`src/rtl/ssm_pkg.sv`:
```
package ssm_pkg;
    typedef enum logic [1:0] {
        ST_IDLE = 2'd0,
        ST_RUN  = 2'd1,
        ST_DONE = 2'd2
    } ssm_state_t;
endpackage

```
`src/rtl/ssm_ctrl.sv`:
```
module ssm_ctrl
    import ssm_pkg::*;
#(
    parameter int W = 8
) (
    input  logic clk,
    input  logic rst_n,
    input  logic start_i,
    output logic step_o,
    output logic last_o,
    output logic done_o
);
    localparam int CW = $clog2(W + 1);
    localparam logic [CW-1:0] LAST_CNT = CW'(W - 1);

    ssm_state_t state_q, state_d;
    logic [CW-1:0] cnt_q, cnt_d;

    // state register
    always_ff @(posedge clk or negedge rst_n) begin
        if (!rst_n) begin
            state_q <= ST_IDLE;
            cnt_q   <= '0;
        end else begin
            state_q <= state_d;
            cnt_q   <= cnt_d;
        end
    end

    // next state
    always_comb begin
        state_d = state_q;
        cnt_d   = cnt_q;
        if (start_i) begin
            state_d = ST_RUN;
            cnt_d   = '0;
        end else begin
            unique case (state_q)
                ST_IDLE: state_d = ST_IDLE;
                ST_RUN: begin
                    if (cnt_q == LAST_CNT) begin
                        state_d = ST_DONE;
                        cnt_d   = '0;
                    end else begin
                        cnt_d = cnt_q + 1'b1;
                    end
                end
                ST_DONE: state_d = ST_IDLE;
                default: state_d = ST_IDLE;
            endcase
        end
    end

    // outputs
    always_comb begin
        step_o = (state_q == ST_RUN) && !start_i;
        last_o = step_o && (cnt_q == LAST_CNT);
        done_o = (state_q == ST_DONE);
    end
endmodule

```
`src/rtl/ssm_acc.sv`:
```
module ssm_acc #(
    parameter int W = 8
) (
    input  logic         clk,
    input  logic         rst_n,
    input  logic         clear_i,
    input  logic         step_i,
    input  logic         last_i,
    input  logic         bit_i,
    input  logic         sgn_i,
    input  logic [W-1:0] mcand_i,
    output logic [W-1:0] acc_o,
    output logic         shout_o
);
    localparam int AW = W + 1;
    localparam int SW = W + 2;

    logic [W-1:0]  mc_q;
    logic          sgn_q;
    logic [AW-1:0] acc_q;
    logic [SW-1:0] acc_x, add_x, sum;

    always_comb begin
        acc_x = {sgn_q & acc_q[AW-1], acc_q};
        add_x = bit_i ? {{2{sgn_q & mc_q[W-1]}}, mc_q} : '0;
        sum   = (last_i && sgn_q) ? (acc_x - add_x) : (acc_x + add_x);
    end

    always_ff @(posedge clk or negedge rst_n) begin
        if (!rst_n) begin
            mc_q  <= '0;
            sgn_q <= 1'b0;
            acc_q <= '0;
        end else if (clear_i) begin
            mc_q  <= mcand_i;
            sgn_q <= sgn_i;
            acc_q <= '0;
        end else if (step_i) begin
            acc_q <= sum[SW-1:1];
        end
    end

    assign acc_o   = acc_q[W-1:0];
    assign shout_o = sum[0];
endmodule

```
`src/rtl/ssm_lowsr.sv`:
```
module ssm_lowsr #(
    parameter int W = 8
) (
    input  logic         clk,
    input  logic         rst_n,
    input  logic         clear_i,
    input  logic         step_i,
    input  logic         in_i,
    output logic [W-1:0] q_o
);
    always_ff @(posedge clk or negedge rst_n) begin
        if (!rst_n)       q_o <= '0;
        else if (clear_i) q_o <= '0;
        else if (step_i)  q_o <= {in_i, q_o[W-1:1]};
    end
endmodule

```
`src/rtl/ser_scale_mul.sv`:
```
module ser_scale_mul #(
    parameter int W = 8
) (
    input  logic           clk,
    input  logic           rst_n,
    input  logic           start_i,
    input  logic           signed_i,
    input  logic [W-1:0]   mcand_i,
    input  logic           mbit_i,
    output logic [2*W-1:0] product_o,
    output logic           done_o
);
    logic step, last, shout;
    logic [W-1:0] acc_hi, low_q;

    ssm_ctrl #(.W(W)) u_ctrl (
        .clk(clk), .rst_n(rst_n), .start_i(start_i),
        .step_o(step), .last_o(last), .done_o(done_o)
    );

    ssm_acc #(.W(W)) u_acc (
        .clk(clk), .rst_n(rst_n), .clear_i(start_i), .step_i(step),
        .last_i(last), .bit_i(mbit_i), .sgn_i(signed_i), .mcand_i(mcand_i),
        .acc_o(acc_hi), .shout_o(shout)
    );

    ssm_lowsr #(.W(W)) u_low (
        .clk(clk), .rst_n(rst_n), .clear_i(start_i), .step_i(step),
        .in_i(shout), .q_o(low_q)
    );

    assign product_o = {acc_hi, low_q};
endmodule

```
`config.mk`:
```
export PLATFORM = sky130hd
export DESIGN_NAME = ser_scale_mul
export DESIGN_NICKNAME = d
export VERILOG_FILES = /design/src/rtl/ssm_pkg.sv /design/src/rtl/ssm_ctrl.sv /design/src/rtl/ssm_acc.sv /design/src/rtl/ssm_lowsr.sv /design/src/rtl/ser_scale_mul.sv
export SDC_FILE = /design/constraint.sdc
export NUM_CORES = 1
export LEC_CHECK = 0
export ABC_CLOCK_PERIOD_IN_PS = 2900
export CORE_MARGIN = 3
export CORE_UTILIZATION = 40
export CTS_BUF_LIST = sky130_fd_sc_hd__clkbuf_4
export DETAILED_ROUTE_END_ITERATION = 7
export DONT_BUFFER_PORTS = 1
export GPL_TIMING_DRIVEN = 0
export HOLD_SLACK_MARGIN = 0.06
export SLEW_MARGIN = 15
export SYNTH_ARGS = -nofsm -noshare
export SYNTH_HDL_FRONTEND = slang
export SYNTH_SLANG_ARGS = --single-unit
```
`constraint.sdc`:
```
create_clock -name clk -period 2.9 [get_ports clk]
set_input_delay 0.145 -clock clk [delete_from_list [all_inputs] [get_ports clk]]
set_output_delay 0.145 -clock clk [all_outputs]
set_load 0.03 [all_outputs]
```
==> results of run 1 <==
-- kinds of logic after synthesis --
family / Yosys count
AND/OR/NAND/NOR: 59
AO/OA/AOI/OAI: 49
multiplexers: 11
buffers and inverters: 20
flip-flops: 32
XOR/XNOR: 12
adder cells (fa/ha/maj): 12
-- registers in the layout (all words and copies together) (netlist names) --
signal	flops
u_acc.acc_q	9
u_acc.sgn_q	1
u_ctrl.state_q	2
u_low.q_o	8
u_acc.mc_q	8
u_ctrl.cnt_q	4
-- synthesized netlist by cell type (2+ instances only) --
library cell,number
nor2b_1,4
dfrtp_1,32
buf_1,2
inv_1,5
ha_1,11
o211ai_2,2
nor3_1,5
mux2_2,9
clkbuf_1,4
a21oi_1,5
o21ai_0,14
xnor2_1,6
xor2_1,6
a21o_1,3
buf_4,8
nand2_1,24
a22oi_1,2
o21a_1,2
nand3_1,3
nand2b_1,3
a22o_1,10
nor2_1,10
-- per-stage QoR --
step | power [mW] | hold slack [ps]
5_1_grt | 2.09 | 235
6_report | 1.97 | 219
4_1_cts | 1.88 | 234
3_3_place_gp | 1.35 | -150
2_1_floorplan | 1.25 | -151
3_5_place_dp | 1.37 | -150
-- worst register-to-register path, cell delays in order, from the launching register on --
cell and delay (ps):
dfrtp_1 380, ha_2 190, nand3b_1 210, nor2_8 170
nand2_4 80, o21ai_2 80, mux2_4 330, o21ai_4 80
ha_4 230, a21o_4 230, o41ai_4 380, o21ai_1 120
xnor2_1 150, o21ai_1 80
-- path summary, 6_finish.rpt --
check,from,endpoint,cells past startpoint
setup / recovery,u_ctrl.cnt_q[0],u_acc.acc_q[8],13
hold / removal,start_i,u_acc.acc_q[8],3
setup reg to reg,u_ctrl.cnt_q[0],u_acc.acc_q[8],13
hold reg to reg,u_ctrl.cnt_q[3],u_ctrl.cnt_q[3],1
max in group asynchronous,rst_n,u_ctrl.state_q[0],2
min in group asynchronous,rst_n,u_low.q_o[4],2
-- layout by cell type (no fill, tap or decap), types with 4 or more instances in the layout --
master / synthesis / layout
nor2b_1: 4 / 4
a22o_1: 10 / 10
o21ai_0: 14 / 11
nand2_1: 24 / 23
clkbuf_1: 4 / 4
mux2_2: 9 / 9
xnor2_1: 6 / 6
dlygate4sd3_1: 0 / 12
ha_1: 11 / 6
xor2_1: 6 / 5
ha_4: 0 / 4
dfrtp_1: 32 / 32
nor2_1: 10 / 7
inv_1: 5 / 5
clkbuf_4: 0 / 6
buf_4: 8 / 20
-- layer usage --
metal | vias up | track usage (%)
met5 | - | 0
met4 | 0 | 4.89
met3 | 6 | 4.15
met2 | 32 | 27.2
met1 | 737 | 19.9
li1 | 753 | -
-- repair_timing --
item,4_1_cts,5_1_grt
setup buffers,8,4
pin swaps,9,8
endpoints found under the setup margin,5,5
resized for setup,16,14
gates cloned,0,0
hold endpoints to repair,42,0
hold buffers,13,0
-- power groups by stage --
stage,logic (mW),clock network [mW],registers (mW)
after detailed placement,0.757,0,0.617
after floorplan,0.657,0,0.594
after global placement,0.735,0,0.610
after global routing,1.08,0.376,0.631
final,0.998,0.353,0.617
after CTS,0.919,0.354,0.611
-- final cells by class --
class	instances	share of cell area [%]
Sequential cell	32	32.0
Multi-Input combinational cell	143	48.4
Inverter	5	0.749
Clock buffer	6	1.80
Timing Repair Buffer	25	9.19
Clock inverter	2	1.40
Buffer	14	3.30
Tap cell	65	3.25
==> run_results.csv, run 1 <==
group,metric,value,unit
timing,maxSlewHeadroom,61.4,%
logic_synthesis,synthesis.instances,195,
global_route,grt_antenna_before_repair,0,
pwr,netSwitchingFraction,39.5,%
routing,avg_vias_per_cell,5.23,
timing,setup_viol,0,
routing,dr_wl_met3,187,um
routing,num_vias,1528,
timing,fmax,356,MHz
global_route,grt_remaining_overflow,0,
worst_setup_path,cpPeakStageDelay,380,ps
global_route,first_pass_grt_wire_length,7510,um
logic_synthesis,yosys.area.top_type_share,40.9,%
logic_synthesis,yosys.cell_types.count,47,
clock_tree,clock_sink_count,32,
logic_synthesis,synth_top_family_by_area,"compound AO/OA/AOI/OAI gates",
timing,final.min_clock_period,2810,ps
layout,area_growth_syn_to_layout,28.0,%
layout,post_route_cells_drive_above_1_share,28.6,%
timing,timing_max_transition_violations_final,0,
logic_synthesis,synthFlopType,"dfrtp_1",
logic_synthesis,synth-compound-area-share,18.3,%
routing,wire_per_inst,15.3,um
routing,wl_met2,2330,um
clock_tree,clock_tree.htree_level_count,2,
clock_tree,cts.root.buffer_cell,"clkbuf_4",
logic_synthesis,yosys-mux-area-fraction,6.27,%
logic_synthesis,synth-adder-area-share,8.06,%
logic_synthesis,synth-seq-cells,32,
logic_synthesis,synth_largest_area_cell,"dfrtp_1",
layout,num-fill-cells,398,
logic_synthesis,ys_seq_area_share,40.9,%
pwr,internal-power,1.19,mW
die,fp-row-count,24,
timing,final-hold-violation-count,0,
layout,num-nets-final,251,
worst_setup_path,cp.buffers_inverters,0,
worst_setup_path,worst_setup_path_start_kind,"flip-flop",
timing,final_min_period_over_clock_period,97.0,%
placed_design,port_buffers,0,
worst_setup_path,cp_data_arrival_time,3050,ps
routing,drt-pass1-iter-count,4,
die,number_of_top_level_design_ports,30,
worst_setup_path,cpMostUsedCell,"o21ai_1",
job,maxCapViolations,0,
global_route,first_global_vias,1580,
routing,route.top_layer_used,"met4",
pwr,switching_power,777,uW
pwr,leakage_power_summed_over_all_cells,1.11,nW
logic_synthesis,avgSynthCellArea,10.0,sq um
placed_design,place.detailed.instances,260,
global_route,grt_usage,16.0,%
clock_tree,clk_transition_reported_paths,110,ps
timing,fin_ws,88.4,ps
global_route,maximum_number_of_pins_on_one_net_before_global_route_repair,33,
layout,final-seq-area,801,sq um
placed_design,gp_routability_congestion,0.782,
logic_synthesis,synth-edff-count,0,
logic_synthesis,synth_top_cells_by_area,"dfrtp_1, ha_1, mux2_2, nand2_1, a22o_1",
clock_tree,numCtsBuffers,5,
worst_setup_path,endpoint_kind,"flip-flop",
logic_synthesis,yosys_warnings,0,
layout,n_antenna_cell,0,
clock_tree,clkLatencyLatePin,340,ps
worst_hold_path,holdCritPathClass,"input port to flip-flop",
placed_design,dpl_cell_area,0.00204,sq mm
logic_synthesis,synth_fp_nets,220,
routing,detail_route.drc_violations,0,
worst_setup_path,worstPathCellList,"ha_2, nand3b_1, nor2_8, nand2_4, o21ai_2, mux2_4, o21ai_4, ha_4, a21o_4, o41ai_4, o21ai_1, xnor2_1, o21ai_1",
layout,total_area_of_multi_input_combinational_cells,0.00121,sq mm
worst_setup_path,timing_worst_setup_path_type,"flip-flop to flip-flop",
placed_design,place_hpwl,2970,um
worst_setup_path,critical_path.max_fanout,4,
worst_setup_path,slowest_stage,"dfrtp_1",
die,core_region_area,0.00453,sq mm
clock_tree,cts_buffer_depth,2,
layout,final_cells,292,
pwr,clock_power_share,17.9,%
routing,drt_iter0_drcs,91,
clock_tree,cts_tree,"built",
layout,finalInstanceArea,0.00250,sq mm
placed_design,place_worst_setup_slack,-467,ps
routing,route.layer.met1.wl,1900,um
pwr,power.share.sequential,31.4,%
timing,fin_tns_setup,0,ps
routing,postRouteAntennaNets,0,
timing,tightest_slew,578,ps
die,dieHeight,75.9,um
run_status,outcome,"finished clean",
worst_setup_path,worst-r2r-setup-slack,90,ps
die,start_util,43.2,%
routing,wl,4470,um
pwr,power_per_cell_area,786,mW/mm^2
pwr,vdd_ir_drop_max,0.350,mV
worst_setup_path,critPathRequiredTime,3140,ps
worst_setup_path,timing.critical_path.max_delay_family,"compound AO/OA/AOI/OAI gates",
pwr,combinationalPowerShare,50.7,%
logic_synthesis,mapped_area,0.00196,sq mm
layout,layout.core_utilization,55.2,%
die,die-width,75.9,um
timing,clock_skew,13.1,ps
logic_synthesis,synth_xor_area_share,5.37,%
logic_synthesis,yosys.area_share.simple,15.3,%
die,fp.dieArea,0.00577,sq mm
logic_synthesis,synth_async_sr_flop_share,100,%
Power figures use the tool's default switching activity.
==> inputs of run 2 (changes only) <==
--- a/config.mk
+++ b/config.mk
@@ -6,7 +6,7 @@
 export NUM_CORES = 1
 export LEC_CHECK = 0
 export ABC_CLOCK_PERIOD_IN_PS = 2900
-export CORE_MARGIN = 3
+export CORE_MARGIN = 4
 export CORE_UTILIZATION = 40
 export CTS_BUF_LIST = sky130_fd_sc_hd__clkbuf_4
 export DETAILED_ROUTE_END_ITERATION = 7
==> constraint.sdc (replaced) <==
create_clock -name clk -period 2.9 [get_ports clk]
set_input_delay 0.145 -clock clk [delete_from_list [all_inputs] [get_ports clk]]
set_output_delay 0.145 -clock clk [all_outputs]
set_load 0.05 [all_outputs]
==> run 2 against run 1 <==
Against the previous run: final cell count up 0.68%; non-clock buffer count unchanged; register-to-register slack worse by 80 ps; clock power down 28%; hold slack better by 15 ps; total power down 2.0%; sequential power up 2%; combinational power up 5%; flip-flop and latch count unchanged; critical endpoint is now u_acc.acc_q[6]; largest power group unchanged.
==> run_results.csv, run 2 (synthesis gave the netlist of run 1 again) <==
group,metric,value,unit
die,fp.dieArea,0.00608,sq mm
layout,layout.core_utilization,52.5,%
die,die-width,77.9,um
timing,final-hold-violation-count,0,
layout,area_growth_syn_to_layout,26.7,%
pwr,leakage_power_summed_over_all_cells,1.08,nW
global_route,grt_antenna_before_repair,0,
clock_tree,clock_tree.htree_level_count,2,
worst_hold_path,holdCritPathClass,"input port to flip-flop",
routing,wire_per_inst,14.4,um
clock_tree,clk_transition_reported_paths,110,ps
pwr,totalPowerFinal,1.93,mW
die,core_region_area,0.00472,sq mm
die,start_util,41.4,%
timing,holdWs,234,ps
routing,drt-pass1-iter-count,4,
routing,detail_route.drc_violations,0,
layout,largest_register_ff_count,9,
clock_tree,cts_buffer_depth,2,
routing,wl,4240,um
timing,rsz0062_at_grt,"true",
layout,max_flop_register,"u_acc.acc_q",
global_route,maximum_number_of_pins_on_one_net_before_global_route_repair,33,
die,dieHeight,77.9,um
global_route,first_pass_grt_wire_length,6810,um
layout,mostFrequentLayoutCell,"dfrtp_1",
clock_tree,clkLatencyLatePin,330,ps
clock_tree,numCtsBuffers,5,
routing,num_vias,1536,
job,maxCapViolations,0,
routing,drt_iter0_drcs,64,
worst_setup_path,cp_data_arrival_time,3120,ps
worst_setup_path,critical_path.max_fanout,4,
global_route,grt_usage,13.9,%
timing,maxSlewHeadroom,36.0,%
layout,num-nets-final,251,
layout,post_route_cells_drive_above_1_share,30.0,%
timing,clock_skew,6.21,ps
layout,n_antenna_cell,0,
placed_design,port_buffers,0,
timing,tightest_slew,958,ps
timing,final.min_clock_period,2900,ps
clock_tree,clock_sink_count,32,
timing,final_min_period_over_clock_period,99.8,%
worst_setup_path,worst_setup_path_start_kind,"flip-flop",
timing,setup_viol,0,
pwr,power_per_cell_area,778,mW/mm^2
timing,timing_max_transition_violations_final,0,
die,number_of_top_level_design_ports,30,
placed_design,place_hpwl,2710,um
clock_tree,cts_tree,"built",
layout,largest_registers,"u_acc.acc_q (9), u_acc.mc_q (8), u_low.q_o (8)",
clock_tree,cts.root.buffer_cell,"clkbuf_4",
placed_design,gp_routability_congestion,0.761,
layout,layout.cells.most_common_list,"dfrtp_1, nand2_1, buf_4, dlygate4sd3_1",
pwr,vdd_ir_drop_max,0.359,mV
global_route,grt_remaining_overflow,0,
worst_setup_path,endpoint_kind,"flip-flop",
worst_setup_path,timing_worst_setup_path_type,"flip-flop to flip-flop",
timing,fmax,345,MHz
die,fp-row-count,25,
routing,postRouteAntennaNets,0,
worst_setup_path,critPathRequiredTime,3130,ps
run_status,outcome,"finished clean",
global_route,first_global_vias,1435,
routing,avg_vias_per_cell,5.22,
[run 2: cell type report]
cell class / count / area (sq um)
fill: 431 / 2240
tap: 67 / 83.8
sequential: 32 / 801
inverter: 5 / 18.8
buffer: 15 / 93.8
multi-input combinational: 143 / 1200
clock inverter: 3 / 18.8
timing repair buffer: 24 / 223
clock buffer: 5 / 37.5
[run 2: per-layer routing]
metal  up-vias  track usage [%]  part of all wire [%]
met4         0             4.55                  0.78
met2        37             20.7                    47
met5         -                0                     0
met1       747             19.4                    47
met3         5             3.83                   4.9
li1        747                -                     -
[run 2: path summary, 6_finish.rpt]
check                             startpoint              end  slack (ps)  cells past startpoint
max                        u_ctrl.state_q[1]   u_acc.acc_q[6]           5                     13
min                                  start_i  u_ctrl.cnt_q[2]         230                      2
max reg2reg                u_ctrl.state_q[1]   u_acc.acc_q[6]           5                     13
min reg2reg                  u_ctrl.cnt_q[3]  u_ctrl.cnt_q[3]         490                      1
max in group asynchronous              rst_n   u_acc.acc_q[0]        2470                      2
min in group asynchronous              rst_n    u_acc.mc_q[6]         270                      2
[run 2: critical path, stage by stage (launching register included)]
cell and delay, ps:
dfrtp_1 390, or3b_1 370, buf_6 140, nor2_8 110
nand2_4 80, o21ai_2 80, mux2_4 330, o21ai_4 70
ha_4 220, a21o_4 230, o41ai_4 370, buf_4 170
xor2_1 150, o21ai_1 70
[run 2: power breakdown]
group	switching [mW]	leakage, nW	internal, mW
logic	0.572	0.636	0.476
registers	0.108	0.413	0.520
clock network	0.161	0.0349	0.0930
total	0.840	1.08	1.09
[run 2: repair_timing]
item / 4_1_cts / 5_1_grt
setup endpoints to repair: 4 / 5
hold buffers: 13 / 0
gates cloned: 0 / 0
buffers inserted: 6 / 5
pin swaps: 10 / 6
gates resized for setup: 14 / 17
endpoints found under the hold margin: 42 / 0
[run 2: per-stage QoR]
stage	std cells	instance area (sq um)	setup TNS, ps	setup slack (ps)
after floorplan	195	1960	0	10.9
after global placement	262	2040	-834	-401
after detailed placement	262	2040	-910	-430
after CTS	289	2350	0	0.00600
after global routing	294	2480	-141	-66.5
final	294	2480	0	4.51
==> inputs of run 3 (changes only) <==
--- a/config.mk
+++ b/config.mk
@@ -7,12 +7,13 @@
 export LEC_CHECK = 0
 export ABC_CLOCK_PERIOD_IN_PS = 2900
 export CORE_MARGIN = 4
-export CORE_UTILIZATION = 40
+export CORE_UTILIZATION = 55
 export CTS_BUF_LIST = sky130_fd_sc_hd__clkbuf_4
 export DETAILED_ROUTE_END_ITERATION = 7
 export DONT_BUFFER_PORTS = 1
 export GPL_TIMING_DRIVEN = 0
 export HOLD_SLACK_MARGIN = 0.06
+export PLACE_DENSITY = 0.73
 export SLEW_MARGIN = 15
 export SYNTH_ARGS = -nofsm -noshare
 export SYNTH_HDL_FRONTEND = slang
==> run 3 against run 2 <==
Against the previous run: the run now ends with setup timing left; first-iteration DRC count fell by 20%; combinational power rose by 8%; global-route usage rose by 6.5 points; register-to-register slack got worse by 80 ps; clock power rose by 30%; sequential share of layout area rose by 0.065 points; hold slack got worse by 6.5 ps; critical endpoint unchanged.
==> run_results.csv, run 3 (synthesis gave the netlist of run 1 again) <==
group,metric,value,unit
global_route,maximum_number_of_pins_on_one_net_before_global_route_repair,33,
pwr,netSwitchingFraction,42.0,%
layout,largest_registers,"u_acc.acc_q (9), u_acc.mc_q (8), u_low.q_o (8)",
timing,fmax,337,MHz
timing,final_min_period_over_clock_period,102,%
worst_setup_path,critPathRequiredTime,3110,ps
layout,num-nets-final,254,
worst_setup_path,timing_worst_setup_path_type,"flip-flop to flip-flop",
routing,postRouteAntennaNets,0,
placed_design,place_worst_setup_slack,-372,ps
layout,max_flop_register,"u_acc.acc_q",
die,start_util,57.7,%
global_route,grt_antenna_before_repair,0,
clock_tree,clock_tree.htree_level_count,2,
layout,mostFrequentLayoutCell,"dfrtp_1",
placed_design,gp_routability_congestion,0.780,
timing,setup_viol,3,
clock_tree,cts.root.buffer_cell,"clkbuf_4",
layout,n_antenna_cell,0,
timing,tightest_slew,932,ps
clock_tree,clk_transition_reported_paths,100,ps
clock_tree,cts_buffer_depth,2,
placed_design,place_hpwl,2890,um
clock_tree,clkLatencyLatePin,330,ps
timing,rsz0062_at_grt,"true",
die,fp.dieArea,0.00458,sq mm
routing,num_vias,1565,
pwr,combinationalPowerShare,54.3,%
layout,num-fill-cells,240,
worst_setup_path,worst_setup_path_start_kind,"flip-flop",
layout,area_growth_syn_to_layout,26.5,%
die,dieHeight,67.7,um
die,die-width,67.7,um
routing,wl,4280,um
pwr,leakage_power_summed_over_all_cells,1.12,nW
die,number_of_top_level_design_ports,30,
timing,fin_ws,-71.1,ps
global_route,grt_usage,20.4,%
layout,post_route_cells_drive_above_1_share,27.4,%
worst_setup_path,critical_path.max_fanout,5,
worst_setup_path,endpoint_kind,"flip-flop",
layout,total_area_of_multi_input_combinational_cells,0.00118,sq mm
pwr,power_per_cell_area,841,mW/mm^2
routing,wire_per_inst,15.5,um
run_status,outcome,"finished, violations left",
clock_tree,clock_sink_count,32,
timing,final-hold-violation-count,0,
job,maxCapViolations,0,
pwr,vdd_ir_drop_max,0.432,mV
timing,clock_skew,9.61,ps
routing,drt-pass1-iter-count,5,
routing,avg_vias_per_cell,5.67,
timing,timing_max_transition_violations_final,0,
worst_hold_path,holdCritPathClass,"input port to flip-flop",
die,core_region_area,0.00339,sq mm
worst_setup_path,cp_data_arrival_time,3180,ps
layout,layout.core_utilization,73.0,%
run_status,violations,"setup timing",
pwr,switching_power,874,uW
layout,final-seq-area,801,sq um
layout,largest_register_ff_count,9,
placed_design,port_buffers,0,
layout,layout.cells.most_common_list,"dfrtp_1, nand2_1, buf_4, dlygate4sd3_1, a22o_1",
clock_tree,numCtsBuffers,5,
clock_tree,cts_tree,"built",
routing,drt_iter0_drcs,51,
global_route,grt_remaining_overflow,0,
pwr,internal-power,1.21,mW
pwr,power.share.sequential,29.8,%
global_route,first_pass_grt_wire_length,6970,um
timing,maxSlewHeadroom,37.8,%
pwr,clock_power_share,15.9,%
timing,final.min_clock_period,2970,ps
die,fp-row-count,21,
routing,detail_route.drc_violations,0,
global_route,first_global_vias,1536,
## run 3: cell count changes in the layout (fill, tap and decap cells not counted), moves of 2 or more
cell	before	now
ha_1	4	9
buf_4	19	22
ha_4	4	1
o21ai_1	4	7
clkinv_1	0	2
clkinv_2	2	0
ha_2	3	1
o21ai_0	10	8
## run 3: power groups by stage
stage | Combinational (mW) | Clock (mW) | Sequential (mW)
after floorplan | 0.732 | 0 | 0.601
after global placement | 0.805 | 0 | 0.616
after CTS | 0.951 | 0.337 | 0.614
final | 1.13 | 0.331 | 0.620
after detailed placement | 0.829 | 0 | 0.623
after global routing | 1.22 | 0.362 | 0.632
## run 3: layer usage
metal	share of wire [%]	track usage, %	wire [um]
met5	0	0	0
met4	1.1	6.58	49
met2	51	35.1	2180
met3	6.3	5.32	271
met1	42	24.7	1780
## run 3: cell type report
type	instances	share of cell area, %
multi-input cells	143	47.8
inverters	5	0.758
flip-flops and latches	32	32.4
plain buffers	15	3.79
clock buffers	5	1.52
clock inverters	3	1.52
well taps	46	2.33
repair buffers	27	9.91
## run 3: critical path: stages, from the launching register on
cell,delay (ps)
dfrtp_1,390
or3b_1,370
buf_6,140
nor2_8,130
and2_4,200
nor2_4,50
xor2_2,150
ha_1,320
o21a_1,180
o31a_1,160
o41ai_4,340
buf_4,190
xor2_2,140
o21ai_1,80
## run 3: final timing paths
kind / from / end / slack, ps / cells after the start
worst max-delay path: u_ctrl.state_q[1] / u_acc.acc_q[6] / -70 / 13
worst min-delay path: start_i / u_ctrl.cnt_q[2] / 230 / 2
worst max register to register: u_ctrl.state_q[1] / u_acc.acc_q[6] / -70 / 13
worst min register to register: u_ctrl.cnt_q[3] / u_ctrl.cnt_q[3] / 500 / 1
max in group asynchronous: rst_n / u_acc.acc_q[6] / 2470 / 2
min in group asynchronous: rst_n / u_low.q_o[5] / 260 / 2
## run 3: repair_timing
| action | CTS | global route |
|---|---|---|
| gates resized for setup | 9 | 20 |
| hold endpoints to repair | 42 | 0 |
| pin swaps | 8 | 17 |
| endpoints found under the setup margin | 4 | 5 |
| buffers inserted | 8 | 6 |
| hold buffers | 13 | 0 |
## run 3: per-stage QoR
stage | instances | hold WS [ps] | power, mW | setup TNS [ps] | area, sq um
after floorplan | 195 | -151 | 1.33 | 0 | 1960
after global routing | 276 | 224 | 2.22 | -576 | 2470
after detailed placement | 241 | -150 | 1.45 | -831 | 2010
after CTS | 270 | 224 | 1.90 | 0 | 2340
final | 276 | 228 | 2.08 | -127 | 2470
after global placement | 241 | -150 | 1.42 | -675 | 2010
